**src/rtl/td_pkg.sv**
```systemverilog
package td_pkg;

    localparam int CAT_N     = 4;
    localparam int FIELD_W   = 8;
    localparam int ADDR_W    = 2;
    localparam int STEP_CNT  = FIELD_W;

    typedef enum logic [ADDR_W-1:0] {
        REG_SLOTS   = 2'd0,
        REG_METRICS = 2'd1,
        REG_CTRL    = 2'd2,
        REG_NONE    = 2'd3
    } reg_sel_e;

    typedef enum logic {
        ST_IDLE = 1'b0,
        ST_DIV  = 1'b1
    } unit_state_e;

    typedef struct packed {
        logic slots_wr;
        logic slots_rd;
        logic met_wr;
        logic met_rd;
        logic ctl_wr;
        logic ctl_rd;
        logic none_rd;
    } op_t;

    function automatic op_t decode_op(logic fire, logic wr, logic [ADDR_W-1:0] addr);
        op_t d;
        d = '0;
        if (fire) begin
            case (reg_sel_e'(addr))
                REG_SLOTS:   begin d.slots_wr = wr; d.slots_rd = !wr; end
                REG_METRICS: begin d.met_wr   = wr; d.met_rd   = !wr; end
                REG_CTRL:    begin d.ctl_wr   = wr; d.ctl_rd   = !wr; end
                default:     d.none_rd = !wr;
            endcase
        end
        return d;
    endfunction

endpackage

```
**src/rtl/td_event_counter.sv**
```systemverilog
module td_event_counter #(
    parameter int W = 48
) (
    input  logic         clk,
    input  logic         rst,
    input  logic         clr,
    input  logic         inc,
    output logic [W-1:0] cnt,
    output logic         wrap
);

    logic [W-1:0] cnt_q;

    // A clear restarts the count, but this cycle's strobe still lands in the new interval.
    always_ff @(posedge clk) begin
        if (rst) begin
            cnt_q <= '0;
        end else if (clr) begin
            cnt_q <= W'(inc);
        end else if (inc) begin
            cnt_q <= cnt_q + W'(1);
        end
    end

    assign cnt  = cnt_q;
    assign wrap = inc && !clr && (&cnt_q);

    AST_CLR_RESTART: assert property (@(posedge clk) disable iff (rst)
        clr |=> cnt_q == W'($past(inc)));
    AST_WRAP_ZERO: assert property (@(posedge clk) disable iff (rst)
        wrap |=> cnt_q == '0);

endmodule

```
**src/rtl/td_ratio_div.sv**
```systemverilog
module td_ratio_div
    import td_pkg::*;
#(
    parameter int W = 48
) (
    input  logic               clk,
    input  logic               rst,
    input  logic               start,
    input  logic               ack,
    input  logic [W-1:0]       cat,
    input  logic [W-1:0]       slots,
    output logic               done,
    output logic [FIELD_W-1:0] quo
);

    localparam int NW = W + FIELD_W;

    logic               busy_q;
    logic [3:0]         idx_q;
    logic [W-1:0]       rem_q;
    logic [W-1:0]       den_q;
    logic [NW-1:0]      num_q;
    logic [FIELD_W-1:0] quo_q;

    logic [NW-1:0]      num_start;
    logic [3:0]         bit_pos;
    logic [W:0]         trial;
    logic               fits;

    assign num_start = {cat, {FIELD_W{1'b0}}} - {{FIELD_W{1'b0}}, cat};
    assign bit_pos   = idx_q - 4'd1;
    assign trial     = {rem_q, num_q[bit_pos]};
    assign fits      = trial >= {1'b0, den_q};

    // Restoring division: the top W bits of 255*cat are already below the
    // divisor whenever cat <= slots, so eight steps yield the whole quotient.
    always_ff @(posedge clk) begin
        if (rst) begin
            busy_q <= 1'b0;
            idx_q  <= '0;
            rem_q  <= '0;
            den_q  <= '0;
            num_q  <= '0;
            quo_q  <= '0;
        end else if (start) begin
            busy_q <= 1'b1;
            den_q  <= slots;
            num_q  <= num_start;
            rem_q  <= num_start[NW-1:FIELD_W];
            if (slots == '0) begin
                idx_q <= '0;
                quo_q <= '0;
            end else if (cat > slots) begin
                idx_q <= '0;
                quo_q <= {FIELD_W{1'b1}};
            end else begin
                idx_q <= 4'(STEP_CNT);
                quo_q <= '0;
            end
        end else if (ack) begin
            busy_q <= 1'b0;
        end else if (busy_q && idx_q != '0) begin
            idx_q <= idx_q - 4'd1;
            quo_q <= {quo_q[FIELD_W-2:0], fits};
            rem_q <= fits ? W'(trial - {1'b0, den_q}) : trial[W-1:0];
        end
    end

    assign done = busy_q && (idx_q == '0);
    assign quo  = quo_q;

    logic [NW-1:0] den_x255;
    logic [NW-1:0] prod_lo;
    logic [NW-1:0] prod_hi;
    assign den_x255 = {den_q, {FIELD_W{1'b0}}} - {{FIELD_W{1'b0}}, den_q};
    assign prod_lo  = NW'(den_q) * NW'(quo_q);
    assign prod_hi  = prod_lo + NW'(den_q);

    AST_QUO_EXACT: assert property (@(posedge clk) disable iff (rst)
        (done && den_q != '0 && num_q <= den_x255) |-> (prod_lo <= num_q && num_q < prod_hi));
    AST_QUO_SAT: assert property (@(posedge clk) disable iff (rst)
        (done && den_q != '0 && num_q > den_x255) |-> quo_q == {FIELD_W{1'b1}});
    AST_ZERO_DEN: assert property (@(posedge clk) disable iff (rst)
        (done && den_q == '0) |-> quo_q == '0);

endmodule

```
**src/rtl/topdown_ratio_unit.sv**
```systemverilog
module topdown_ratio_unit
    import td_pkg::*;
#(
    parameter  int CNT_W = 48,
    localparam int RSP_W = (CNT_W > CAT_N * FIELD_W) ? CNT_W : CAT_N * FIELD_W
) (
    input  logic              clk,
    input  logic              rst,
    input  logic              slot_inc,
    input  logic [CAT_N-1:0]  cat_inc,
    input  logic              req_valid,
    input  logic              req_wr,
    input  logic [ADDR_W-1:0] req_addr,
    input  logic [CNT_W-1:0]  req_wdata,
    output logic              req_ready,
    output logic              rsp_valid,
    output logic [RSP_W-1:0]  rsp_data,
    output logic              ovf_flag
);

    unit_state_e        state_q;
    logic [CNT_W-1:0]   slots_q;
    logic               ovf_q;
    logic               rsp_valid_q;
    logic [RSP_W-1:0]   rsp_data_q;

    op_t                op;
    logic               cat_clr;
    logic               div_ack;
    logic               ovf_clr;
    logic [CNT_W-1:0]   cat_cnt  [CAT_N];
    logic [FIELD_W-1:0] div_quo  [CAT_N];
    logic [CAT_N-1:0]   div_done;
    logic [CAT_N-1:0]   cat_wrap;
    logic [CAT_N*FIELD_W-1:0] packed_fields;

    assign req_ready = (state_q == ST_IDLE);
    assign op        = decode_op(req_valid && req_ready, req_wr, req_addr);
    assign cat_clr   = op.met_rd || op.met_wr;
    assign div_ack   = (state_q == ST_DIV) && (&div_done);
    assign ovf_clr   = op.met_wr || (op.ctl_wr && req_wdata[0]);

    for (genvar i = 0; i < CAT_N; i++) begin : g_cat
        td_event_counter #(.W(CNT_W)) u_cnt (
            .clk  (clk),
            .rst  (rst),
            .clr  (cat_clr),
            .inc  (cat_inc[i]),
            .cnt  (cat_cnt[i]),
            .wrap (cat_wrap[i])
        );

        td_ratio_div #(.W(CNT_W)) u_div (
            .clk   (clk),
            .rst   (rst),
            .start (op.met_rd),
            .ack   (div_ack),
            .cat   (cat_cnt[i]),
            .slots (slots_q),
            .done  (div_done[i]),
            .quo   (div_quo[i])
        );

        assign packed_fields[i*FIELD_W +: FIELD_W] = div_quo[i];
    end

    always_ff @(posedge clk) begin
        if (rst) begin
            state_q <= ST_IDLE;
        end else if (state_q == ST_IDLE && op.met_rd) begin
            state_q <= ST_DIV;
        end else if (div_ack) begin
            state_q <= ST_IDLE;
        end
    end

    always_ff @(posedge clk) begin
        if (rst) begin
            slots_q <= '0;
        end else if (op.slots_wr) begin
            slots_q <= req_wdata;
        end else if (op.met_rd) begin
            slots_q <= CNT_W'(slot_inc);
        end else if (slot_inc) begin
            slots_q <= slots_q + CNT_W'(1);
        end
    end

    // A wrap outranks any clear arriving in the same cycle.
    always_ff @(posedge clk) begin
        if (rst) begin
            ovf_q <= 1'b0;
        end else if (|cat_wrap) begin
            ovf_q <= 1'b1;
        end else if (ovf_clr) begin
            ovf_q <= 1'b0;
        end
    end

    always_ff @(posedge clk) begin
        if (rst) begin
            rsp_valid_q <= 1'b0;
            rsp_data_q  <= '0;
        end else begin
            rsp_valid_q <= op.slots_rd || op.ctl_rd || op.none_rd || div_ack;
            if (op.slots_rd) begin
                rsp_data_q <= RSP_W'(slots_q);
            end else if (op.ctl_rd) begin
                rsp_data_q <= RSP_W'(ovf_q);
            end else if (op.none_rd) begin
                rsp_data_q <= '0;
            end else if (div_ack) begin
                rsp_data_q <= RSP_W'(packed_fields);
            end
        end
    end

    assign rsp_valid = rsp_valid_q;
    assign rsp_data  = rsp_data_q;
    assign ovf_flag  = ovf_q;

    AST_SLOTS_LOAD: assert property (@(posedge clk) disable iff (rst)
        op.slots_wr |=> slots_q == $past(req_wdata));
    AST_SLOTS_RESTART: assert property (@(posedge clk) disable iff (rst)
        op.met_rd |=> slots_q == CNT_W'($past(slot_inc)));
    AST_OVF_STICKY: assert property (@(posedge clk) disable iff (rst)
        (ovf_q && !ovf_clr) |=> ovf_q);
    AST_ZERO_FAST: assert property (@(posedge clk) disable iff (rst)
        (op.met_rd && slots_q == '0) |-> ##2 (rsp_valid_q && rsp_data_q == '0));
    AST_BUSY_QUIET: assert property (@(posedge clk) disable iff (rst)
        (state_q == ST_DIV && !div_ack) |=> !rsp_valid_q);

endmodule

```
**config.mk**
```make
export PLATFORM = sky130hd
export DESIGN_NAME = topdown_ratio_unit
export DESIGN_NICKNAME = d
export VERILOG_FILES = /design/src/rtl/td_pkg.sv /design/src/rtl/td_event_counter.sv /design/src/rtl/td_ratio_div.sv /design/src/rtl/topdown_ratio_unit.sv
export SDC_FILE = /design/constraint.sdc
export NUM_CORES = 2
export LEC_CHECK = 0
export BUFFER_PORTS_ARGS = -buffer_cell sky130_fd_sc_hd__buf_2
export CELL_PAD_IN_SITES_DETAIL_PLACEMENT = 1
export CELL_PAD_IN_SITES_GLOBAL_PLACEMENT = 2
export CORE_ASPECT_RATIO = 0.7
export CORE_MARGIN = 4
export CORE_UTILIZATION = 30
export DETAILED_ROUTE_END_ITERATION = 12
export PLACE_DENSITY = 0.81
export SETUP_SLACK_MARGIN = 0.15
export SLEW_MARGIN = 15
export SYNTH_ARGS = -nofsm -noshare
export SYNTH_HDL_FRONTEND = slang
export SYNTH_SLANG_ARGS = --single-unit
```
**constraint.sdc**
```tcl
create_clock -name clk -period 5.1 [get_ports clk]
set_input_delay 0.51 -clock clk [delete_from_list [all_inputs] [get_ports clk]]
set_output_delay 0.51 -clock clk [all_outputs]
set_load 0.03 [all_outputs]
```
==> reports/qor.txt <==
Status - finished clean
Crit path largest cell delay - 0.50 ns
First DRT Iteration DRCs - 6133
Die X-Extent - 522 um
Cell variety after synth - 102
First-pass GRT wire length - 401000 um
Worst-Skew Late Latency - 0.75 ns
PnR Total Power - 18.7 mW
I/O Buffers - 109
Synth Warn # - 0
Crit-path max FO - 5
Core area - 183000 um2
RR Endpoint - g_cat[1].u_div.rem_q[38]
Placed inst area - 59300 um2
Fmax - 207 MHz
Final wirelength - 277000 um
Endpoints failing hold - 0
Starting Density - 30.3%
Sw Pwr - 7.24 mW
HP Start - req_wdata[28]
Die height - 368 um
Clock skew - 0.0727 ns
Via/cell ratio - 5.94
Post-route ant nets - 0
Crit path time final - 4.82 ns
Clock root buffer - clkbuf_16
Setup violations, final - 0
Peak VDD IR - 0.278 mV
Syn_nets - 8065
HP Class - in2reg
Hold Crit Depth - 3
Initial antenna violation count - 28
Clk network pwr share - 34.1%
Die area - 192000 um2
Unrepaired setup endpoints after global routing - true
Synthesized area - 55400 um2
Register area share after synthesis - 23.3%
Comb power frac - 37.6%
FF-to-FF setup slack - 0.28 ns
Synth Area per Inst - 7.45 um2
Maxcap violations - 0
H-tree Lvls - 3
#FFs+latches synth - 644
TritonCTS buffer count - 79
Final Max Slew Viols - 0
Asr flop ratio synth - 0%
Worst-margin pin slew - 1.18 ns
Lkg Pwr - 26.7 nW
Reg clk slew, reported paths - 0.06 ns
Crit path max-delay cell type - mux4_2
Gr ovfl total - 0
Share of layout cells above drive strength 1 - 8.20%
CTS Sinks - 644
Mapped Cells - 7441
Post-route cell area - 62600 um2
Residual DRC count - 0
Leading area contributor after synthesis - dfxtp_1
Hold EP - slots_q[28]
CP startpoint kind - flop
CTS tree - yes
Relative slew slack - 20.3%
CP cell instances - inv_1, ha_1, mux4_2, mux2_2, o21ai_1, ha_1, fa_1, nor2b_1, o21ai_0, a21oi_1, a2111oi_4, o211ai_1, a31oi_2, o21ai_1, buf_4, a31oi_2, xnor2_1, a221oi_1, a211oi_1
Area contributors post-synth - dfxtp_1 (23%), ha_1 (13%), xnor2_1 (6.7%), a21oi_1 (6.7%), nand2_1 (5.3%)
Int Pwr - 11.5 mW
CP endpoint kind - flop
Pwr dens - 299 nW/um2
Longest Clk Path Bufs - 3
CP Class - reg2reg
HPWL after DPL - 214000 um
Top-count cell post-synth - nand2_1
Share of power burned in registers - 28.3%
Vias - 59400
Post-synth EDFFs - 0
TNS Setup - 0 ns
R2R depth - 19
Final GP Congestion - 0.976
Switch share - 38.7%
WP data arrival - 5.37 ns
Prevailing post-synth register cell - dfxtp_1
Drt pass-1 iters - 5
Area growth syn-to-layout - 13.0%
Synth cell count leaders - nand2_1 (788), nor2_1 (745), a21oi_1 (738), dfxtp_1 (644), ha_1 (561)
Top-area cell type share of the netlist area - 23.3%
Critical R2R Launch - g_cat[1].u_div.idx_q[1]
Io pins - 110
Largest net degree at the start of global routing - 125
Row cnt - 131
Req. time, crit path - 5.65 ns
Fill count - 22300
Tot GR Track Use - 27.7%
Drt wl/cell - 27.7 um
Vias in the first global route - 57500
Nets - 8081
Period utilization - 94.5%
layer usage:
metal	wire length, um	GRT usage [%]	vias to the layer above
met5	80	0	-
met4	10700	9.81	10
met3	28300	8.43	401
met2	106000	37.2	2407
met1	132000	40.8	29700
li1	-	-	26900
power by group through the flow:
stage | Clock (mW) | Sequential (mW) | Combinational, mW
6_report | 6.38 | 5.29 | 7.04
5_1_grt | 6.65 | 5.30 | 7.47
4_1_cts | 6.44 | 5.28 | 6.74
3_5_place_dp | 0 | 5.40 | 6.58
3_3_place_gp | 0 | 5.39 | 6.51
2_1_floorplan | 0 | 5.37 | 4.31
per-stage QoR:
step	hold WS, ns	setup slack, ns	instances	utilization, %
3_5_place_dp	0.449	-0.192	9818	32.4
4_1_cts	0.0000684	0.148	9972	34.1
2_1_floorplan	0.429	0.219	7441	-
6_report	0.0525	0.279	10000	34.2
3_3_place_gp	0.441	0.00296	9817	32.4
5_1_grt	0.0445	0.0826	9976	34.2
area by class of cell:
cell class	count	area, um2	area share (%)
multi-input cells	6021	39900	63.7
flip-flops and latches	644	12900	20.6
clock buffers	100	2180	3.48
inverters	375	1410	2.25
diodes	24	60.1	0.0959
well taps	2460	3080	4.92
clock inverters	40	646	1.03
repair buffers	336	2460	3.92
worst max path at each step:
stage | start | end | slack (ns) | depth (start not counted)
after floorplan | g_cat[1].u_div.idx_q[0] | g_cat[1].u_div.rem_q[46] | 0.22 | 19
after global routing | g_cat[1].u_div.idx_q[1] | g_cat[1].u_div.rem_q[47] | 0.08 | 19
final | g_cat[1].u_div.idx_q[1] | g_cat[1].u_div.rem_q[38] | 0.28 | 19
after detailed placement | g_cat[2].u_div.idx_q[1] | g_cat[2].u_div.rem_q[44] | -0.19 | 19
after CTS | g_cat[2].u_div.idx_q[1] | g_cat[2].u_div.rem_q[44] | 0.15 | 20
after global placement | g_cat[2].u_div.idx_q[1] | g_cat[2].u_div.rem_q[44] | 0.003 | 19
layout by cell type (no fill, tap or decap), types with 75 or more instances in the layout:
cell,synthesis,routed
nor3_1,130,126
inv_1,373,373
o21ai_0,404,399
clkbuf_16,0,79
nor2_1,745,738
xor2_1,145,145
nor4_1,76,75
a211oi_1,191,190
ha_1,561,559
dfxtp_1,644,644
buf_2,32,108
mux2i_1,80,80
buf_4,3,205
nand4_1,183,183
xnor2_1,423,423
a21oi_1,738,732
nand2_1,788,783
nand3_1,198,197
a21o_1,271,271
and3_1,78,78
sequential cells by signal, indices dropped and copies added, names as in the netlist:
register,flops
rsp_valid,1
g_cat.u_div.num_q,64
rsp_data,48
g_cat.u_div.busy_q,1
state_q,1
g_cat.u_div.rem_q,192
g_cat.u_div.idx_q,16
ovf_flag,1
g_cat.u_div.quo,32
g_cat.u_cnt.cnt,192
slots_q,48
g_cat.u_div.den_q,48
kinds of logic (layout without fill, tap and decap cells):
logic type	after synthesis	in the layout	synth area share, %
flip-flops	644	644	23.3
AO/OA/AOI/OAI	2285	2285	26.4
AND/OR/NAND/NOR	2496	2496	20.8
multiplexers	107	107	2.32
buffers and inverters	776	851	5.38
adder cells (fa/ha/maj)	565	565	12.8
other	0	24	0
XOR/XNOR	568	568	8.98
worst max-delay path: cells and delay by family (launching register included):
kind / cells / cell delay [ns]
AO/OA/AOI/OAI: 10 / 2.21
buffers and inverters: 2 / 0.26
adder cells (fa/ha/maj): 3 / 0.85
AND/OR/NAND/NOR: 1 / 0.06
flip-flops: 1 / 0.36
multiplexers: 2 / 0.78
XOR/XNOR: 1 / 0.10
timing repair:
action | CTS | global route
setup buffers | 4 | 4
hold buffers | 9 | 0
endpoints found under the hold margin | 9 | 0
setup endpoints to repair | 42 | 163
pin swaps | 4 | 7
cloned | 1 | 0
resized for setup | 12 | 41
(Power assumes the default switching activity.)
